**config.mk**
```make
export PLATFORM = sky130hd
export DESIGN_NAME = raster_timing
export DESIGN_NICKNAME = d
export VERILOG_FILES = /design/src/rtl/raster_pkg.sv /design/src/rtl/raster_edge_sync.sv /design/src/rtl/raster_cfg_shadow.sv /design/src/rtl/raster_counter.sv /design/src/rtl/raster_timing.sv
export SDC_FILE = /design/constraint.sdc
export NUM_CORES = 1
export LEC_CHECK = 0
export ABC_CLOCK_PERIOD_IN_PS = 3820
export BUFFER_PORTS_ARGS = -buffer_cell sky130_fd_sc_hd__buf_2
export CORE_MARGIN = 2
export CORE_UTILIZATION = 57
export DETAILED_ROUTE_END_ITERATION = 10
export PLACE_DENSITY = 0.82
export SYNTH_ARGS = -nofsm -noshare
export SYNTH_HDL_FRONTEND = slang
export SYNTH_SLANG_ARGS = --single-unit
```
**constraint.sdc**
```tcl
create_clock -name clk -period 3.82 [get_ports clk]
set_clock_uncertainty 0.1 [all_clocks]
set_input_delay 0.573 -clock clk [delete_from_list [all_inputs] [get_ports clk]]
set_output_delay 0.573 -clock clk [all_outputs]
set_load 0.02 [all_outputs]
```
**src/rtl/raster_pkg.sv**
```systemverilog
package raster_pkg;

   typedef enum logic {
      MODE_MASTER = 1'b0,
      MODE_SLAVE  = 1'b1
   } raster_mode_e;

   typedef enum logic {
      EDGE_RISE = 1'b0,
      EDGE_FALL = 1'b1
   } edge_kind_e;

   localparam int unsigned RASTER_CNT_W = 13;

endpackage

```
**src/rtl/raster_edge_sync.sv**
```systemverilog
module raster_edge_sync #(
   parameter int unsigned            STAGES = 2,
   parameter raster_pkg::edge_kind_e EDGE   = raster_pkg::EDGE_RISE,
   parameter logic                   IDLE   = 1'b0
) (
   input  logic clk,
   input  logic rst_n,
   input  logic din,
   output logic pulse
);

   localparam int unsigned LAST = STAGES;

   if (STAGES < 2) begin : g_bad_stages
      $error("raster_edge_sync: STAGES must be at least 2");
   end

   logic [LAST:0] chain_q;

   always_ff @(posedge clk or negedge rst_n) begin
      if (!rst_n) chain_q <= {(LAST + 1){IDLE}};
      else        chain_q <= {chain_q[LAST-1:0], din};
   end

   if (EDGE == raster_pkg::EDGE_RISE) begin : g_rise
      assign pulse = chain_q[LAST-1] & ~chain_q[LAST];
   end else begin : g_fall
      assign pulse = ~chain_q[LAST-1] & chain_q[LAST];
   end

   AST_PULSE_SINGLE: assert property (@(posedge clk) disable iff (!rst_n)
      pulse |=> !pulse);

endmodule

```
**src/rtl/raster_cfg_shadow.sv**
```systemverilog
module raster_cfg_shadow #(
   parameter int unsigned     W          = 13,
   parameter logic            DEF_SLAVE  = 1'b0,
   parameter logic [W-1:0]    DEF_LLAST  = '0,
   parameter logic [W-1:0]    DEF_FLAST  = '0,
   parameter logic [W-1:0]    DEF_HWIDTH = '0,
   parameter logic [W-1:0]    DEF_VWIDTH = '0
) (
   input  logic         clk,
   input  logic         rst_n,
   input  logic         load,
   input  logic         slave_i,
   input  logic [W-1:0] llast_i,
   input  logic [W-1:0] flast_i,
   input  logic [W-1:0] hwidth_i,
   input  logic [W-1:0] vwidth_i,
   output raster_pkg::raster_mode_e mode_o,
   output logic [W-1:0] llast_o,
   output logic [W-1:0] flast_o,
   output logic [W-1:0] hwidth_o,
   output logic [W-1:0] vwidth_o
);

   always_ff @(posedge clk or negedge rst_n) begin
      if (!rst_n) begin
         mode_o   <= raster_pkg::raster_mode_e'(DEF_SLAVE);
         llast_o  <= DEF_LLAST;
         flast_o  <= DEF_FLAST;
         hwidth_o <= DEF_HWIDTH;
         vwidth_o <= DEF_VWIDTH;
      end else if (load) begin
         mode_o   <= raster_pkg::raster_mode_e'(slave_i);
         llast_o  <= llast_i;
         flast_o  <= flast_i;
         hwidth_o <= hwidth_i;
         vwidth_o <= vwidth_i;
      end
   end

   AST_CFG_FROZEN: assert property (@(posedge clk) disable iff (!rst_n)
      !load |=> ($stable(llast_o) && $stable(flast_o) && $stable(hwidth_o)
                 && $stable(vwidth_o) && $stable(mode_o)));

   AST_MODE_AT_FIELD: assert property (@(posedge clk) disable iff (!rst_n)
      (load && slave_i) |=> (mode_o == raster_pkg::MODE_SLAVE));

endmodule

```
**src/rtl/raster_counter.sv**
```systemverilog
module raster_counter #(
   parameter int unsigned W = 13
) (
   input  logic         clk,
   input  logic         rst_n,
   input  raster_pkg::raster_mode_e mode,
   input  logic [W-1:0] llast,
   input  logic [W-1:0] flast,
   input  logic         restart_evt,
   input  logic         hsync_evt,
   input  logic         vsync_evt,
   output logic [W-1:0] pix_q,
   output logic [W-1:0] line_q,
   output logic         field_start
);

   localparam logic [W-1:0] CNT_MAX = '1;
   localparam logic [W-1:0] ONE     = W'(1);

   logic [W-1:0] pix_d, line_d;
   logic [W-1:0] line_adv;

   assign line_adv = (line_q >= flast) ? '0 : line_q + ONE;

   always_comb begin
      pix_d       = pix_q;
      line_d      = line_q;
      field_start = 1'b0;
      if (restart_evt) begin
         pix_d       = '0;
         line_d      = '0;
         field_start = 1'b1;
      end else if (mode == raster_pkg::MODE_SLAVE) begin
         if (hsync_evt) begin
            pix_d  = '0;
            line_d = line_adv;
         end else if (pix_q != CNT_MAX) begin
            pix_d = pix_q + ONE;
         end
         if (vsync_evt) begin
            line_d      = '0;
            field_start = 1'b1;
         end
      end else begin
         if (pix_q >= llast) begin
            pix_d       = '0;
            line_d      = line_adv;
            field_start = (line_q >= flast);
         end else begin
            pix_d = pix_q + ONE;
         end
      end
   end

   always_ff @(posedge clk or negedge rst_n) begin
      if (!rst_n) begin
         pix_q  <= '0;
         line_q <= '0;
      end else begin
         pix_q  <= pix_d;
         line_q <= line_d;
      end
   end

   AST_PIX_STEP: assert property (@(posedge clk) disable iff (!rst_n)
      (mode == raster_pkg::MODE_MASTER && !restart_evt && pix_q < llast)
      |=> (pix_q == $past(pix_q) + ONE));

   AST_PIX_WRAP: assert property (@(posedge clk) disable iff (!rst_n)
      (mode == raster_pkg::MODE_MASTER && pix_q == llast) |=> (pix_q == '0));

   AST_LINE_HOLD: assert property (@(posedge clk) disable iff (!rst_n)
      (mode == raster_pkg::MODE_MASTER && !restart_evt && pix_q < llast)
      |=> $stable(line_q));

   AST_RESTART_CLEAR: assert property (@(posedge clk) disable iff (!rst_n)
      restart_evt |=> (pix_q == '0 && line_q == '0));

   AST_SLAVE_HSYNC: assert property (@(posedge clk) disable iff (!rst_n)
      (mode == raster_pkg::MODE_SLAVE && hsync_evt && !restart_evt)
      |=> (pix_q == '0));

   AST_SLAVE_VSYNC: assert property (@(posedge clk) disable iff (!rst_n)
      (mode == raster_pkg::MODE_SLAVE && vsync_evt) |=> (line_q == '0));

   AST_SLAVE_SAT: assert property (@(posedge clk) disable iff (!rst_n)
      (mode == raster_pkg::MODE_SLAVE && !hsync_evt && !restart_evt && pix_q == CNT_MAX)
      |=> (pix_q == CNT_MAX));

endmodule

```
**src/rtl/raster_timing.sv**
```systemverilog
module raster_timing #(
   parameter int unsigned CNT_W          = raster_pkg::RASTER_CNT_W,
   parameter int unsigned SYNC_STAGES    = 2,
   parameter logic        DEF_SLAVE      = 1'b0,
   parameter int unsigned DEF_LINE_LAST  = 1599,
   parameter int unsigned DEF_FIELD_LAST = 1199,
   parameter int unsigned DEF_HD_WIDTH   = 64,
   parameter int unsigned DEF_VD_WIDTH   = 4
) (
   input  logic             clk,
   input  logic             rst_n,
   input  logic             cfg_slave,
   input  logic [CNT_W-1:0] cfg_line_last,
   input  logic [CNT_W-1:0] cfg_field_last,
   input  logic [CNT_W-1:0] cfg_hd_width,
   input  logic [CNT_W-1:0] cfg_vd_width,
   input  logic             ext_sync,
   input  logic             hd_in,
   input  logic             vd_in,
   output logic             hd_out_n,
   output logic             vd_out_n,
   output logic [CNT_W-1:0] pix_cnt,
   output logic [CNT_W-1:0] line_cnt
);

   localparam longint unsigned CNT_SPAN = 64'd1 << CNT_W;

   if (CNT_W < 2 || CNT_W > 16) begin : g_bad_width
      $error("raster_timing: CNT_W out of range");
   end
   if (DEF_LINE_LAST >= CNT_SPAN || DEF_FIELD_LAST >= CNT_SPAN ||
       DEF_HD_WIDTH >= CNT_SPAN || DEF_VD_WIDTH >= CNT_SPAN) begin : g_bad_default
      $error("raster_timing: a default setting does not fit CNT_W");
   end

   raster_pkg::raster_mode_e mode;
   logic [CNT_W-1:0] llast, flast, hwidth, vwidth;
   logic restart_evt, hsync_evt, vsync_evt, field_start;

   raster_edge_sync #(.STAGES(SYNC_STAGES), .EDGE(raster_pkg::EDGE_RISE), .IDLE(1'b0))
      i_restart_sync (.clk(clk), .rst_n(rst_n), .din(ext_sync), .pulse(restart_evt));

   raster_edge_sync #(.STAGES(SYNC_STAGES), .EDGE(raster_pkg::EDGE_FALL), .IDLE(1'b1))
      i_hsync_sync (.clk(clk), .rst_n(rst_n), .din(hd_in), .pulse(hsync_evt));

   raster_edge_sync #(.STAGES(SYNC_STAGES), .EDGE(raster_pkg::EDGE_FALL), .IDLE(1'b1))
      i_vsync_sync (.clk(clk), .rst_n(rst_n), .din(vd_in), .pulse(vsync_evt));

   raster_cfg_shadow #(
      .W(CNT_W),
      .DEF_SLAVE(DEF_SLAVE),
      .DEF_LLAST(CNT_W'(DEF_LINE_LAST)),
      .DEF_FLAST(CNT_W'(DEF_FIELD_LAST)),
      .DEF_HWIDTH(CNT_W'(DEF_HD_WIDTH)),
      .DEF_VWIDTH(CNT_W'(DEF_VD_WIDTH))
   ) i_shadow (
      .clk(clk), .rst_n(rst_n), .load(field_start),
      .slave_i(cfg_slave), .llast_i(cfg_line_last), .flast_i(cfg_field_last),
      .hwidth_i(cfg_hd_width), .vwidth_i(cfg_vd_width),
      .mode_o(mode), .llast_o(llast), .flast_o(flast),
      .hwidth_o(hwidth), .vwidth_o(vwidth)
   );

   raster_counter #(.W(CNT_W)) i_counter (
      .clk(clk), .rst_n(rst_n), .mode(mode), .llast(llast), .flast(flast),
      .restart_evt(restart_evt), .hsync_evt(hsync_evt), .vsync_evt(vsync_evt),
      .pix_q(pix_cnt), .line_q(line_cnt), .field_start(field_start)
   );

   assign hd_out_n = !(mode == raster_pkg::MODE_MASTER && pix_cnt  < hwidth);
   assign vd_out_n = !(mode == raster_pkg::MODE_MASTER && line_cnt < vwidth);

   AST_FIELD_ORIGIN: assert property (@(posedge clk) disable iff (!rst_n)
      field_start |=> (line_cnt == '0));

   AST_SLAVE_SYNC_IDLE: assert property (@(posedge clk) disable iff (!rst_n)
      (field_start && cfg_slave) |=> (hd_out_n && vd_out_n));

endmodule

```
==> results.json <==
{
  "status": "complete, no violations",
  "h-tree-depth": 3,
  "cp.arrival_ns": 2.77,
  "rsz0062_at_grt": "no",
  "fin_area_mm2": 0.00563,
  "tns_ns": 0,
  "ys_seq_elements": 88,
  "grt_pass1_wl_um": 17400,
  "grt_overflow_total": 0,
  "path_max_fanout": 7,
  "cts_made_buffers": 9,
  "die_w_um": 97.3,
  "wire_per_inst_um": 15.9,
  "gp_congestion": 0.811,
  "p_leak_uw": 0.00292,
  "drtIter0Drc": 129,
  "ant_nets": 0,
  "antenna_found_initial": 0,
  "syn_to_final_growth_pct": 13.4,
  "placed_cell_area_mm2": 0.00545,
  "startpoint_type": "flip-flop",
  "clock_path_buffers": 2,
  "firstDrtPassIters": 4,
  "syn-instance-count": 458,
  "synth.top_cell.area_share_pct": 32.8,
  "grt_max_degree": 89,
  "irDropWorstVdd_v": 0.000278,
  "synth.yosys.seq_area_share_pct": 45.0,
  "maxSlewHeadroom_pct": 27.9,
  "setup_violations": 0,
  "yosysTopAreaCell": "dfrtp_1",
  "yosysWarnings": 0,
  "clock_sinks": 88,
  "syn_nets": 568,
  "cts_setup_buffers": 0,
  "netlist_top_cells_count": "dfrtp_1, inv_1, ha_1",
  "start_util_pct": 57.7,
  "fin_util_pct": 65.5,
  "viasPerCell": 5.63,
  "slew_viol_final": 0,
  "numPortBuffers": 85,
  "synth.cell_area_mm2": 0.00496,
  "grt.total_usage_pct": 22.7,
  "hold_buffers": 0,
  "power_density_mw_per_mm2": 453,
  "min_period_ns": 3.45,
  "synth_area_per_cell_um2": 10.8,
  "post-place-ws_ns": 0.803,
  "synth_ff_type": "dfrtp_1",
  "crit_type": "flip-flop to output pin",
  "synthArstFlopShare_pct": 100,
  "yosysMostFrequentCell": "dfrtp_1",
  "diodes": 0,
  "fp-row-count": 34,
  "die_h_um": 97.3,
  "period_share_pct": 90.2,
  "holdCritPathClass": "input pin to flip-flop",
  "hpwl_um": 7730,
  "drt_drc_violations_left": 0,
  "hold_ws_ns": 0.206,
  "boundaryPins": 86,
  "grt_pass1_vias": 3733,
  "synth.area.top_cells": "dfrtp_1, ha_1, dfstp_2",
  "die_area_mm2": 0.00947,
  "synth.distinct_cells": 39,
  "core_mm2": 0.00859,
  "end_kind": "output pin",
  "vias": 3712,
  "cts-root-buf": "clkbuf_8",
  "worstMarginPinSlew_ns": 1.08,
  "fin_ws_ns": 0.373,
  "layout-drive-gt1-share_pct": 33.9,
  "synth_edf_count": 0,
  "drv_cap": 0,
  "cts_tree": "yes",
  "cts_resized": 0,
  "worstPathRequired_ns": 3.15,
  "clkLatencyLatePin_ns": 0.36,
  "clkTransAtPathRegs_ns": 0.09,
  "max_clock_freq_mhz": 290,
  "finalWirelength_um": 10500,
  "finalNetCount": 656,
  "hold_violations": 0
}
-- sequential cells by signal, indices dropped and copies added (netlist names) --
register / cells
i_hsync_sync.chain_q: 3
i_restart_sync.chain_q: 3
i_shadow.mode_o: 1
i_shadow.llast_o: 13
i_counter.line_q: 13
i_shadow.vwidth_o: 13
i_vsync_sync.chain_q: 3
i_shadow.hwidth_o: 13
i_shadow.flast_o: 13
i_counter.pix_q: 13
-- critical path: stages, from the launching register on --
cell and delay [ns]:
dfrtp_1 0.47, ha_1 0.34, a21oi_1 0.16, nor2b_1 0.07, o21ai_0 0.14, nand2b_1 0.10
a2111oi_0 0.69, o21ai_0 0.23, buf_2 0.22
-- power by group --
part | leakage [µW] | switching [µW] | internal (µW) | total [µW]
logic | 0.00177 | 362 | 332 | 694
clock network | 0.0000926 | 348 | 257 | 605
registers | 0.00105 | 150 | 1100 | 1250
total | 0.00292 | 860 | 1690 | 2550
-- cells by family after synthesis --
kind of cell / Yosys count / synth area share, %
adder cells (fa/ha/maj): 52 / 13.1
AND/OR/NAND/NOR: 118 / 12.5
flip-flops: 88 / 45.0
buffers and inverters: 66 / 6.13
AO/OA/AOI/OAI: 71 / 9.56
XOR/XNOR: 10 / 1.76
multiplexers: 53 / 12.0
-- final timing paths --
kind | startpoint | end | slack (ns) | depth (start not counted)
setup / recovery | i_counter.line_q[6]$_DFFE_PN0P_ | vd_out_n | 0.37 | 8
hold / removal | vd_in | i_vsync_sync.chain_q[0]$_DFF_PN1_ | 0.21 | 1
setup reg to reg | i_shadow.flast_o[2]$_DFFE_PN1P_ | i_shadow.vwidth_o[3]$_DFFE_PN0P_ | 0.82 | 9
hold reg to reg | i_restart_sync.chain_q[0]$_DFF_PN0_ | i_restart_sync.chain_q[1]$_DFF_PN0_ | 0.26 | 0
max in group asynchronous | rst_n | i_shadow.flast_o[8]$_DFFE_PN0P_ | 2.63 | 1
min in group asynchronous | rst_n | i_counter.pix_q[3]$_DFFE_PN0P_ | 0.29 | 1
-- per-layer routing --
metal / vias to the layer above / routed length, µm / GRT usage [%]
met5: - / 0 / 0
met4: 0 / 184 / 7.16
met3: 17 / 472 / 3.67
met2: 89 / 5390 / 41.3
met1: 1831 / 4430 / 27.7
li1: 1775 / - / -
-- final cells by class --
cell class                      instances  area [µm²]
Fill cell                             715        2970
Tap cell                              108         135
Clock inverter                          6        43.8
Timing Repair Buffer                   87         443
Clock buffer                           10         138
Multi-Input combinational cell        304        2430
Inverter                               56         210
Sequential cell                        88        2230
-- cell usage in the layout, fill, tap and decap left out, types with 2 or more instances in the layout --
cell,netlist,layout
a21oi_1,17,17
nor2b_1,5,5
dfrtp_1,65,65
nand2_1,23,23
or2_2,7,7
nand4_1,15,15
mux2_2,50,50
nand3_1,10,10
clkinv_4,0,2
o21bai_1,4,4
a21o_1,13,13
xor2_1,10,10
buf_4,0,3
nor3_1,9,9
a211oi_1,3,3
o221ai_1,2,2
and4_1,4,4
buf_2,0,84
or3_1,2,2
clkinv_2,0,2
and3_1,2,2
a2111oi_0,2,2
clkbuf_8,0,10
o41ai_1,2,2
or4_1,3,3
o21ai_0,18,18
nor2_1,25,25
inv_1,56,56
ha_1,52,52
nand2b_1,9,9
a22o_1,6,6
mux2_1,2,2
dfstp_2,23,23
-- through the flow --
step	std cells	power, µW
finish	659	2550
global route	659	2720
CTS	659	2570
detailed placement	643	1970
global placement	643	1920
floorplan	458	1740
Power figures use the tool's default switching activity.
